$ cat src/rtl/audrx_pkg.sv
package audrx_pkg;

   typedef enum logic [1:0] {
      FMT_EDGE  = 2'd0,
      FMT_DELAY = 2'd1,
      FMT_TAIL  = 2'd2,
      FMT_PULSE = 2'd3
   } audrx_fmt_e;

   localparam int unsigned AUDRX_MAX_WORD = 24;
   localparam int unsigned AUDRX_N_LENGTHS = 3;

   function automatic int unsigned audrx_len_of(input int unsigned idx);
      return 16 + 4 * idx;
   endfunction

   function automatic int unsigned audrx_len_idx(input logic [1:0] code);
      return (code == 2'd0) ? 0 : (code == 2'd1) ? 1 : 2;
   endfunction

endpackage

$ cat src/rtl/audrx_frame_track.sv
module audrx_frame_track #(
   parameter int unsigned CW = 6
) (
   input  logic          clk,
   input  logic          rst_n,
   input  logic          lrck,
   input  logic          pulse_mode,
   output logic          lr_prev_o,
   output logic          start_o,
   output logic [CW-1:0] pos_o,
   output logic          run_o
);
   localparam logic [CW-1:0] POS_MAX = '1;

   logic [CW-1:0] cnt_q;
   logic          rise;

   assign rise    = lrck & ~lr_prev_o;
   assign start_o = pulse_mode ? rise : (lrck ^ lr_prev_o);
   assign pos_o   = start_o ? '0 : ((cnt_q == POS_MAX) ? cnt_q : cnt_q + CW'(1));

   always_ff @(posedge clk) begin
      lr_prev_o <= lrck;
      if (!rst_n) begin
         cnt_q <= POS_MAX;
         run_o <= 1'b0;
      end else begin
         cnt_q <= pos_o;
         if (rise) run_o <= 1'b1;
      end
   end

   // the qualifier never drops outside reset
   assert_run_sticky_R2: assert property (@(posedge clk) disable iff (!rst_n)
      run_o |=> run_o);

   // the qualifier rises only after the frame clock went 0 -> 1
   assert_run_after_rise_R2: assert property (@(posedge clk) disable iff (!rst_n)
      $rose(run_o) |-> ($past(lrck) && !$past(lrck, 2)));

endmodule

$ cat src/rtl/audrx_word_pick.sv
module audrx_word_pick
   import audrx_pkg::*;
#(
   parameter int unsigned OUT_W = 24,
   parameter int unsigned CW    = 6
) (
   input  logic             clk,
   input  logic             rst_n,
   input  logic             sdata,
   input  logic [1:0]       fmt_sel,
   input  logic [1:0]       wlen_sel,
   input  logic             lrck,
   input  logic             lr_prev,
   input  logic             start,
   input  logic [CW-1:0]    pos,
   input  logic             run,
   output logic             cap_l_o,
   output logic             cap_r_o,
   output logic [OUT_W-1:0] word_o
);
   logic [OUT_W-1:0] sr_q;
   logic [OUT_W-1:0] sr_nx;
   logic [OUT_W-1:0] src;
   logic [CW-1:0]    nb, nb_m1, nb2_m1;
   logic [OUT_W-1:0] ext [AUDRX_N_LENGTHS];
   audrx_fmt_e       fmt;

   assign fmt    = audrx_fmt_e'(fmt_sel);
   assign sr_nx  = {sr_q[OUT_W-2:0], sdata};
   assign nb     = CW'(audrx_len_of(audrx_len_idx(wlen_sel)));
   assign nb_m1  = nb - CW'(1);
   assign nb2_m1 = {nb[CW-2:0], 1'b0} - CW'(1);

   always_ff @(posedge clk) begin
      if (!rst_n) sr_q <= '0;
      else        sr_q <= sr_nx;
   end

   always_comb begin
      cap_l_o = 1'b0;
      cap_r_o = 1'b0;
      src     = sr_nx;
      case (fmt)
         FMT_EDGE: begin
            cap_l_o = run && (pos == nb_m1) && !lrck;
            cap_r_o = run && (pos == nb_m1) && lrck;
         end
         FMT_DELAY: begin
            cap_l_o = run && (pos == nb) && !lrck;
            cap_r_o = run && (pos == nb) && lrck;
         end
         FMT_TAIL: begin
            src     = sr_q;
            cap_l_o = run && start && !lr_prev;
            cap_r_o = run && start && lr_prev;
         end
         FMT_PULSE: begin
            cap_l_o = run && (pos == nb_m1);
            cap_r_o = run && (pos == nb2_m1);
         end
      endcase
   end

   for (genvar g = 0; g < AUDRX_N_LENGTHS; g++) begin : g_ext
      localparam int unsigned LW = audrx_len_of(g);
      assign ext[g] = OUT_W'(signed'(src[LW-1:0]));
   end

   assign word_o = ext[audrx_len_idx(wlen_sel)];

endmodule

$ cat src/rtl/audrx_pair_out.sv
module audrx_pair_out #(
   parameter int unsigned OUT_W = 24
) (
   input  logic             clk,
   input  logic             rst_n,
   input  logic             cap_l,
   input  logic             cap_r,
   input  logic [OUT_W-1:0] word,
   output logic [OUT_W-1:0] left_o,
   output logic [OUT_W-1:0] right_o,
   output logic             valid_o
);
   logic [OUT_W-1:0] hold_l_q;
   logic             have_l_q;

   always_ff @(posedge clk) begin
      if (!rst_n) begin
         hold_l_q <= '0;
         have_l_q <= 1'b0;
         left_o   <= '0;
         right_o  <= '0;
         valid_o  <= 1'b0;
      end else begin
         valid_o <= 1'b0;
         if (cap_l) begin
            hold_l_q <= word;
            have_l_q <= 1'b1;
         end
         if (cap_r) begin
            have_l_q <= 1'b0;
            if (have_l_q) begin
               left_o  <= hold_l_q;
               right_o <= word;
               valid_o <= 1'b1;
            end
         end
      end
   end

   // strobe lasts one cycle
   assert_single_strobe_R8: assert property (@(posedge clk) disable iff (!rst_n)
      valid_o |=> !valid_o);

   // published words only move together with the strobe
   assert_hold_words_R8: assert property (@(posedge clk) disable iff (!rst_n)
      !valid_o |-> ($stable(left_o) && $stable(right_o)));

endmodule

$ cat src/rtl/audrx_serial_in.sv
module audrx_serial_in
   import audrx_pkg::*;
#(
   parameter int unsigned OUT_W = 24
) (
   input  logic             bclk,
   input  logic             rst_n,
   input  logic             lrck,
   input  logic             sdata,
   input  logic [1:0]       fmt_sel,
   input  logic [1:0]       wlen_sel,
   output logic [OUT_W-1:0] left_o,
   output logic [OUT_W-1:0] right_o,
   output logic             pair_valid_o,
   output logic             active_o
);
   localparam int unsigned CW = $clog2(2 * OUT_W + 1);

   if (OUT_W < AUDRX_MAX_WORD) begin : g_bad_width
      $error("audrx_serial_in: OUT_W must cover the longest word");
   end

   logic          lr_prev, start, cap_l, cap_r;
   logic [CW-1:0] pos;
   logic [OUT_W-1:0] word;

   audrx_frame_track #(.CW(CW)) u_track (
      .clk        (bclk),
      .rst_n      (rst_n),
      .lrck       (lrck),
      .pulse_mode (fmt_sel == FMT_PULSE),
      .lr_prev_o  (lr_prev),
      .start_o    (start),
      .pos_o      (pos),
      .run_o      (active_o)
   );

   audrx_word_pick #(.OUT_W(OUT_W), .CW(CW)) u_pick (
      .clk      (bclk),
      .rst_n    (rst_n),
      .sdata    (sdata),
      .fmt_sel  (fmt_sel),
      .wlen_sel (wlen_sel),
      .lrck     (lrck),
      .lr_prev  (lr_prev),
      .start    (start),
      .pos      (pos),
      .run      (active_o),
      .cap_l_o  (cap_l),
      .cap_r_o  (cap_r),
      .word_o   (word)
   );

   audrx_pair_out #(.OUT_W(OUT_W)) u_out (
      .clk     (bclk),
      .rst_n   (rst_n),
      .cap_l   (cap_l),
      .cap_r   (cap_r),
      .word    (word),
      .left_o  (left_o),
      .right_o (right_o),
      .valid_o (pair_valid_o)
   );

   // nothing is delivered before the start qualifier
   assert_quiet_until_active_R9: assert property (@(posedge bclk) disable iff (!rst_n)
      !active_o |-> !pair_valid_o);

endmodule

$ cat config.mk
export PLATFORM = sky130hd
export DESIGN_NAME = audrx_serial_in
export DESIGN_NICKNAME = d
export VERILOG_FILES = /design/src/rtl/audrx_pkg.sv /design/src/rtl/audrx_frame_track.sv /design/src/rtl/audrx_word_pick.sv /design/src/rtl/audrx_pair_out.sv /design/src/rtl/audrx_serial_in.sv
export SDC_FILE = /design/constraint.sdc
export NUM_CORES = 1
export LEC_CHECK = 0
export ABC_AREA = 1
export BUFFER_PORTS_ARGS = -buffer_cell sky130_fd_sc_hd__buf_2
export CAP_MARGIN = 20
export CORE_MARGIN = 4
export CORE_UTILIZATION = 40
export CTS_CLUSTER_SIZE = 14
export DETAILED_ROUTE_END_ITERATION = 10
export SYNTH_ARGS = -nofsm -noshare
export SYNTH_HDL_FRONTEND = slang
export SYNTH_SLANG_ARGS = --single-unit
export TNS_END_PERCENT = 50
$ cat constraint.sdc
create_clock -name bclk -period 5.4 [get_ports bclk]
set_input_delay 0.81 -clock bclk [delete_from_list [all_inputs] [get_ports bclk]]
set_output_delay 0.81 -clock bclk [all_outputs]
set_load 0.005 [all_outputs]
Yosys cells after proc, flatten, opt, wreduce, memory -nomap -nowiden
Index checks and enable logic that the tools add are counted.

Bits in registers: 106. Input bits: 8. Output and inout bits: 50. Logic and storage cells: 56.

Add/sub/neg operators: 4. $lt $le $gt $ge: 1. Equal/unequal tests: 8. Muxes and demuxes: 12. Bitwise gates (word level): 5. Reduce and logical (&&, ||, !) cells: 17.

Operators with widths (count): 24-bit 2-to-1 mux (3); 24-bit binary-select mux with 2-bit select (1); 33-bit by 3-bit >= comparator with 1-bit output, second input constant (1); 32-bit inverter with 33-bit output (1); 6-bit == test (3); 6-bit 2-to-1 mux (2); 6-bit by 1-bit subtractor with 6-bit output, second input constant (2); 1-bit logical AND (10); 1-bit case mux with 4 select lines (2); 5-bit by 6-bit adder with 6-bit output, first input constant (1); 6-bit by 1-bit adder with 6-bit output, second input constant (1); 6-bit == test, second input constant (1); 2-bit by 1-bit == test with 1-bit output, second input constant (2); 2-bit == test, second input constant (2); 2-bit logical NOT (2); 2-bit 2-to-1 mux (2); 2-bit AND reduction (2); 1-bit logical NOT (2); 1-bit 2-to-1 mux (2); 1-bit inverter (2); 2-bit OR reduction (1); 1-bit bitwise AND (1); 1-bit XOR (1).

Depth between registers and ports, before layout
Word-level depth: 10. Gate-level depth with buffers: 19. Gate-level depth less buffers: 17.

By module
A second synthesis with hierarchy kept.

Cell total of the unflattened synthesis: 687. Area total of the unflattened synthesis: 4574.4 µm².

By module, submodules not included: audrx_pair_out (times used 1, cells each 414, area an instance 2849.0 µm², sequential area each 1481.4 µm²); audrx_word_pick (times used 1, cells each 209, area an instance 1296.2 µm², sequential area each 480.5 µm²); audrx_frame_track (times used 1, cells each 62, area an instance 421.7 µm², sequential area each 160.2 µm²); audrx_serial_in (times used 1, cells each 2, area an instance 7.5 µm², sequential area each 0.0 µm²).

Least setup slack after synthesis
No wires, ideal clock.

Path type: input-to-reg. Start point: input port lrck. End point: register u_out.left_o[10]. Setup time: 110 ps. Arrival time: 2520 ps. Data required time: 5290 ps. Setup slack: 2770 ps. Stages on the path: 16. Path buffers: 3. Path through: ha_1 > nand2_1 > o21ai_2 > buf_4 > nand3_1 > nand2_1 > nor2_1 > nand3_1 > nand2_1 > nand2_1 > nand2_1 > buf_2 > buf_2 > nand4_1 > nand2_1 > nor2_1.

Cells in the longest elaborated chain, start to end: 8. Elaborated cells on any way between the ends: 16. Those cells by class: eq/ne (3); mux (3); bitwise (2); reduce/logical (8).

Ends and longest elaborated chain: start: declaration (RTL line audrx_serial_in.sv:8) `input logic lrck,`; 1-bit XOR / 1-bit bitwise AND (equally long branches) (RTL line audrx_frame_track.sv:19, audrx_frame_track.sv:18); 1-bit 2-to-1 mux (RTL line audrx_frame_track.sv:19) `assign start_o = pulse_mode ? rise : (lrck ^ lr_prev_o);`; 6-bit 2-to-1 mux (RTL line audrx_frame_track.sv:20) `assign pos_o = start_o ? '0 : ((cnt_q == POS_MAX) ? cnt_q : cnt_q + CW'(1));`; 6-bit == test, on equally long branches (RTL line audrx_word_pick.sv:50, audrx_word_pick.sv:46); 1-bit logical AND, on equally long branches (2 in a row) (RTL line audrx_word_pick.sv:50, audrx_word_pick.sv:46); 1-bit case mux with 4 select lines * (RTL line audrx_word_pick.sv:43) `case (fmt)`; 2-bit AND reduction (no source line) *; end signal: assignment (RTL line audrx_pair_out.sv:32) `left_o <= hold_l_q;`; end: declaration (RTL line audrx_pair_out.sv:9) `output logic [OUT_W-1:0] left_o,`.

Mark *: on every way between the ends. The rest lies on a longest branch, timed or not. A chain may end at the register's enable or synchronous reset.

Final worst setup path
Start point: input port lrck. End point: register u_out.left_o[2].

Cells in the longest elaborated chain, start to end: 8. Elaborated cells on any way between the ends: 16. Those cells by class: eq/ne (3); mux (3); bitwise (2); reduce/logical (8).

Ends and longest elaborated chain: 1-bit bitwise AND * (RTL line audrx_frame_track.sv:18) `assign rise = lrck & ~lr_prev_o;`; via u_track.rise (RTL line audrx_frame_track.sv:16) `logic rise;`; 1-bit 2-to-1 mux * (RTL line audrx_frame_track.sv:19); 6-bit 2-to-1 mux (RTL line audrx_frame_track.sv:20); 6-bit == test, on equally long branches (RTL line audrx_word_pick.sv:50, audrx_word_pick.sv:46); 1-bit logical AND, on equally long branches (2 in a row) (RTL line audrx_word_pick.sv:50, audrx_word_pick.sv:46); 1-bit case mux with 4 select lines * (RTL line audrx_word_pick.sv:43); 2-bit AND reduction (no source line) *.

Mark *: on every way through the listed nets, which the timed path passes. The rest lies on a longest branch.

==> results.py <==
metrics = {
    "timing": {
        "fmax_mhz": 311.9,
        "hold_violations": 0,
        "setup_viol": 0,
        "worst_pin_slew_ns": 0.8812,
        "timing.final.crit_period_ns": 3.206,
        "fin_tns_setup_ns": 0,
        "skew_ns": 0.006336,
        "fin_crit_sh_pct": 59.38,
        "finalMaxSlewViolations": 0,
        "slew_headroom_pct": 41.25,
        "grt_setup_unrepaired": "no",
    },
    "final_layout": {
        "final_util_pct": 46.81,
        "area_growth_pct": 12.65,
        "final_common_cell": "nand2_1",
        "nFillCells": 1334,
        "mostFrequentLayoutCells": "233 x nand2_1, 174 x inv_1, 119 x nor2_1, 106 x dfxtp_1, 57 x buf_2",
        "drive_gt1_share_pct": 10.34,
        "num_antenna_cells": 0,
        "fin_nets": 838,
    },
    "clock_network": {
        "hold_buffers": 0,
        "cts_tree": "yes",
        "clk_latency_ns": 0.34,
        "cts_made_buffers": 9,
        "clock_sinks": 106,
        "post-cts-setup-buffers": 0,
        "root_buffer": "clkbuf_16",
        "clk_path_buf_depth": 2,
        "clkTransAtPathRegs_ns": 0.07,
        "cts_resized": 0,
        "cts-htree-levels": 3,
    },
    "grt": {
        "grt_pass1_vias": 4036,
        "grtUsageTotal_pct": 16.33,
        "grt_pass1_wl_um": 19560,
        "gr-total-overflow": 0,
        "grt_start_max_net_pins": 51,
        "antenna_found_initial": 0,
    },
    "setup_path": {
        "cp.arrival_ns": 3.49,
        "critPathBufInv": 4,
        "slowest_delay_ns": 0.43,
        "worstSetupEndpointType": "flip-flop",
        "timing.critical_path.mode_cell": "nand2_1",
        "worstSetupPathDepth": 17,
        "crit_end": "u_out.left_o[2]$_SDFFE_PN0P_",
        "rr_endpoint": "u_out.left_o[2]$_SDFFE_PN0P_",
        "critPathKind": "input port to flip-flop",
        "setup.worst_path.start_class": "input port",
        "startpoint": "lrck",
        "cp_top_family": "simple AND/OR/NAND/NOR gates",
        "rrSetupSlack_ns": 2.31,
        "ff2ff_path_depth": 19,
        "path_cells": "buf_2, ha_1, o21ai_2, nand3_1, nand2_1, nand2_1, nor2_1, nand3_1, nand2_1, nand2_1, nand2_1, buf_4, nand3_2, buf_4, nand2_1, inv_1, nor2_1",
        "crit_required_ns": 5.68,
        "regToRegStartpoint": "u_track.cnt_q[0]$_SDFF_PN1_",
        "crit_path_max_fanout": 50,
        "worst_path_max_delay_cell": "buf_4",
    },
    "floorplanning": {
        "dieWidth_um": 120.6,
        "core_sq_um": 12210,
        "io-pin-count": 58,
        "die-area_sq_um": 14550,
        "num_rows": 40,
        "start_util_pct": 41.56,
        "die_h_um": 120.6,
    },
    "synth": {
        "ys_seq_elements": 106,
        "ys.warnings.count": 0,
        "syn_nets": 802,
        "synth-main-ff-cell": "dfxtp_1",
        "syn_avg_cell_area_sq_um": 6.408,
        "async_flop_share_pct": 0,
        "syn_area_sq_um": 5075,
        "synth_cells": 792,
        "ys_seq_area_share_pct": 41.81,
        "synth-edff-count": 0,
        "synth.distinct_cells": 25,
    },
    "power": {
        "power.density_nw_per_um2": 276.2,
        "p_leak_uw": 0.002981,
        "ir_drop_uv": 128.6,
    },
    "place": {
        "place_congestion": 0.8829,
        "numPortBuffers": 57,
        "dp_hpwl_um": 7629,
    },
    "route": {
        "wirelength_um": 11180,
        "vias": 4456,
        "drtPass1Iterations": 4,
        "drtAntennaViolNets": 0,
        "viasPerCell": 4.456,
        "avgRoutedWirePerCell_um": 11.18,
        "drtIter0Drc": 255,
        "drc": 0,
    },
    "flow_run": {
        "drv_cap": 0,
    },
    "run_status": {
        "run_status": "completed",
    },
    "worst_hold_path": {
        "hp-class": "flip-flop to flip-flop",
    },
}
## how the worst min path moves through the flow
stage,to,slack (ns),start,cells past startpoint
after CTS,u_pick.sr_q[21]$_SDFF_PN0_,0.43,u_pick.sr_q[20]$_SDFF_PN0_,2
after floorplan,u_pick.sr_q[21]$_SDFF_PN0_,0.41,u_pick.sr_q[20]$_SDFF_PN0_,2
after detailed placement,u_pick.sr_q[21]$_SDFF_PN0_,0.42,u_pick.sr_q[20]$_SDFF_PN0_,2
final,u_pick.sr_q[21]$_SDFF_PN0_,0.42,u_pick.sr_q[20]$_SDFF_PN0_,2
after global routing,u_pick.sr_q[22]$_SDFF_PN0_,0.46,u_pick.sr_q[21]$_SDFF_PN0_,2
after global placement,u_pick.sr_q[21]$_SDFF_PN0_,0.41,u_pick.sr_q[20]$_SDFF_PN0_,2
## per-stage QoR
| step | std cells | area (sq um) | hold WS [ns] | setup WS [ns] | power [uW] |
|---|---|---|---|---|---|
| floorplan | 792 | 5075 | 0.4071 | 2.770 | 945.2 |
| global placement | 985 | 5446 | 0.4121 | 1.854 | 982.9 |
| detailed placement | 985 | 5446 | 0.4185 | 1.818 | 982.1 |
| CTS | 1000 | 5717 | 0.4275 | 2.189 | 1598 |
| global route | 1000 | 5717 | 0.4582 | 1.828 | 1655 |
| finish | 1000 | 5717 | 0.4242 | 2.194 | 1579 |
## logic make-up (layout without fill, tap and decap cells)
logic type | after synthesis | after routing | share of synthesized area, %
multiplexers | 15 | 15 | 2.959
flip-flops | 106 | 106 | 41.81
AND/OR/NAND/NOR | 429 | 429 | 35.21
adder cells (fa/ha/maj) | 2 | 2 | 0.4930
buffers and inverters | 214 | 254 | 16.49
AO/OA/AOI/OAI | 26 | 26 | 3.033
## layout make-up
class | count | area (sq um) | area share (%)
sequential | 106 | 2122 | 37.12
clock inverter | 4 | 27.53 | 0.4815
timing repair buffer | 65 | 345.3 | 6.041
inverter | 174 | 653.1 | 11.42
clock buffer | 11 | 242.7 | 4.246
multi-input combinational | 472 | 2116 | 37.01
tap | 168 | 210.2 | 3.677
## metal layers
layer | up-vias | part of all wire, % | wire length, um | global-route usage (%)
li1 | 2432 | - | - | -
met1 | 1915 | 54 | 6005 | 24.63
met2 | 94 | 40 | 4460 | 23.09
met3 | 15 | 4.7 | 528 | 2.993
met4 | 0 | 1.7 | 189 | 5.737
met5 | - | 0 | 0 | 0
## registers in the layout, summed over array words and instances (netlist names)
register           count
u_track.cnt_q          6
u_out.hold_l_q        24
u_pick.sr_q           24
u_out.right_o         24
u_out.valid_o          1
u_out.have_l_q         1
u_out.left_o          24
u_track.lr_prev_o      1
u_track.run_o          1
## Yosys cell counts (2+ instances only)
| library cell | count | share of area (%) |
|---|---|---|
| inv_1 | 174 | 13 |
| nor3_1 | 4 | 0.39 |
| buf_4 | 3 | 0.44 |
| a31oi_1 | 2 | 0.25 |
| clkbuf_1 | 19 | 1.4 |
| nand3_1 | 15 | 1.5 |
| mux2i_1 | 15 | 3.0 |
| nand3_2 | 2 | 0.39 |
| o21a_1 | 2 | 0.30 |
| nand2_1 | 233 | 17 |
| a21oi_1 | 9 | 0.89 |
| dfxtp_1 | 106 | 42 |
| o21ai_0 | 10 | 0.99 |
| ha_1 | 2 | 0.49 |
| buf_1 | 5 | 0.37 |
| nor2_1 | 119 | 8.8 |
| nand4_1 | 53 | 6.5 |
| buf_2 | 12 | 1.2 |
## worst reg2reg max path: cells and delay by family, from the launching register on
| kind | cells | cell delay [ns] |
|---|---|---|
| adders and majority gates | 1 | 0.26 |
| buffers and inverters | 3 | 0.80 |
| DFF | 1 | 0.50 |
| and+or+nand+nor | 15 | 1.49 |
## where the power goes
group	total (uW)	leakage, uW	switching (uW)	internal, uW
combinational	159	0.00199	112	47.5
clock	614	0.000136	290	324
sequential	806	0.000857	12.6	793
total	1580	0.00298	414	1160
(Power assumes the default switching activity.)
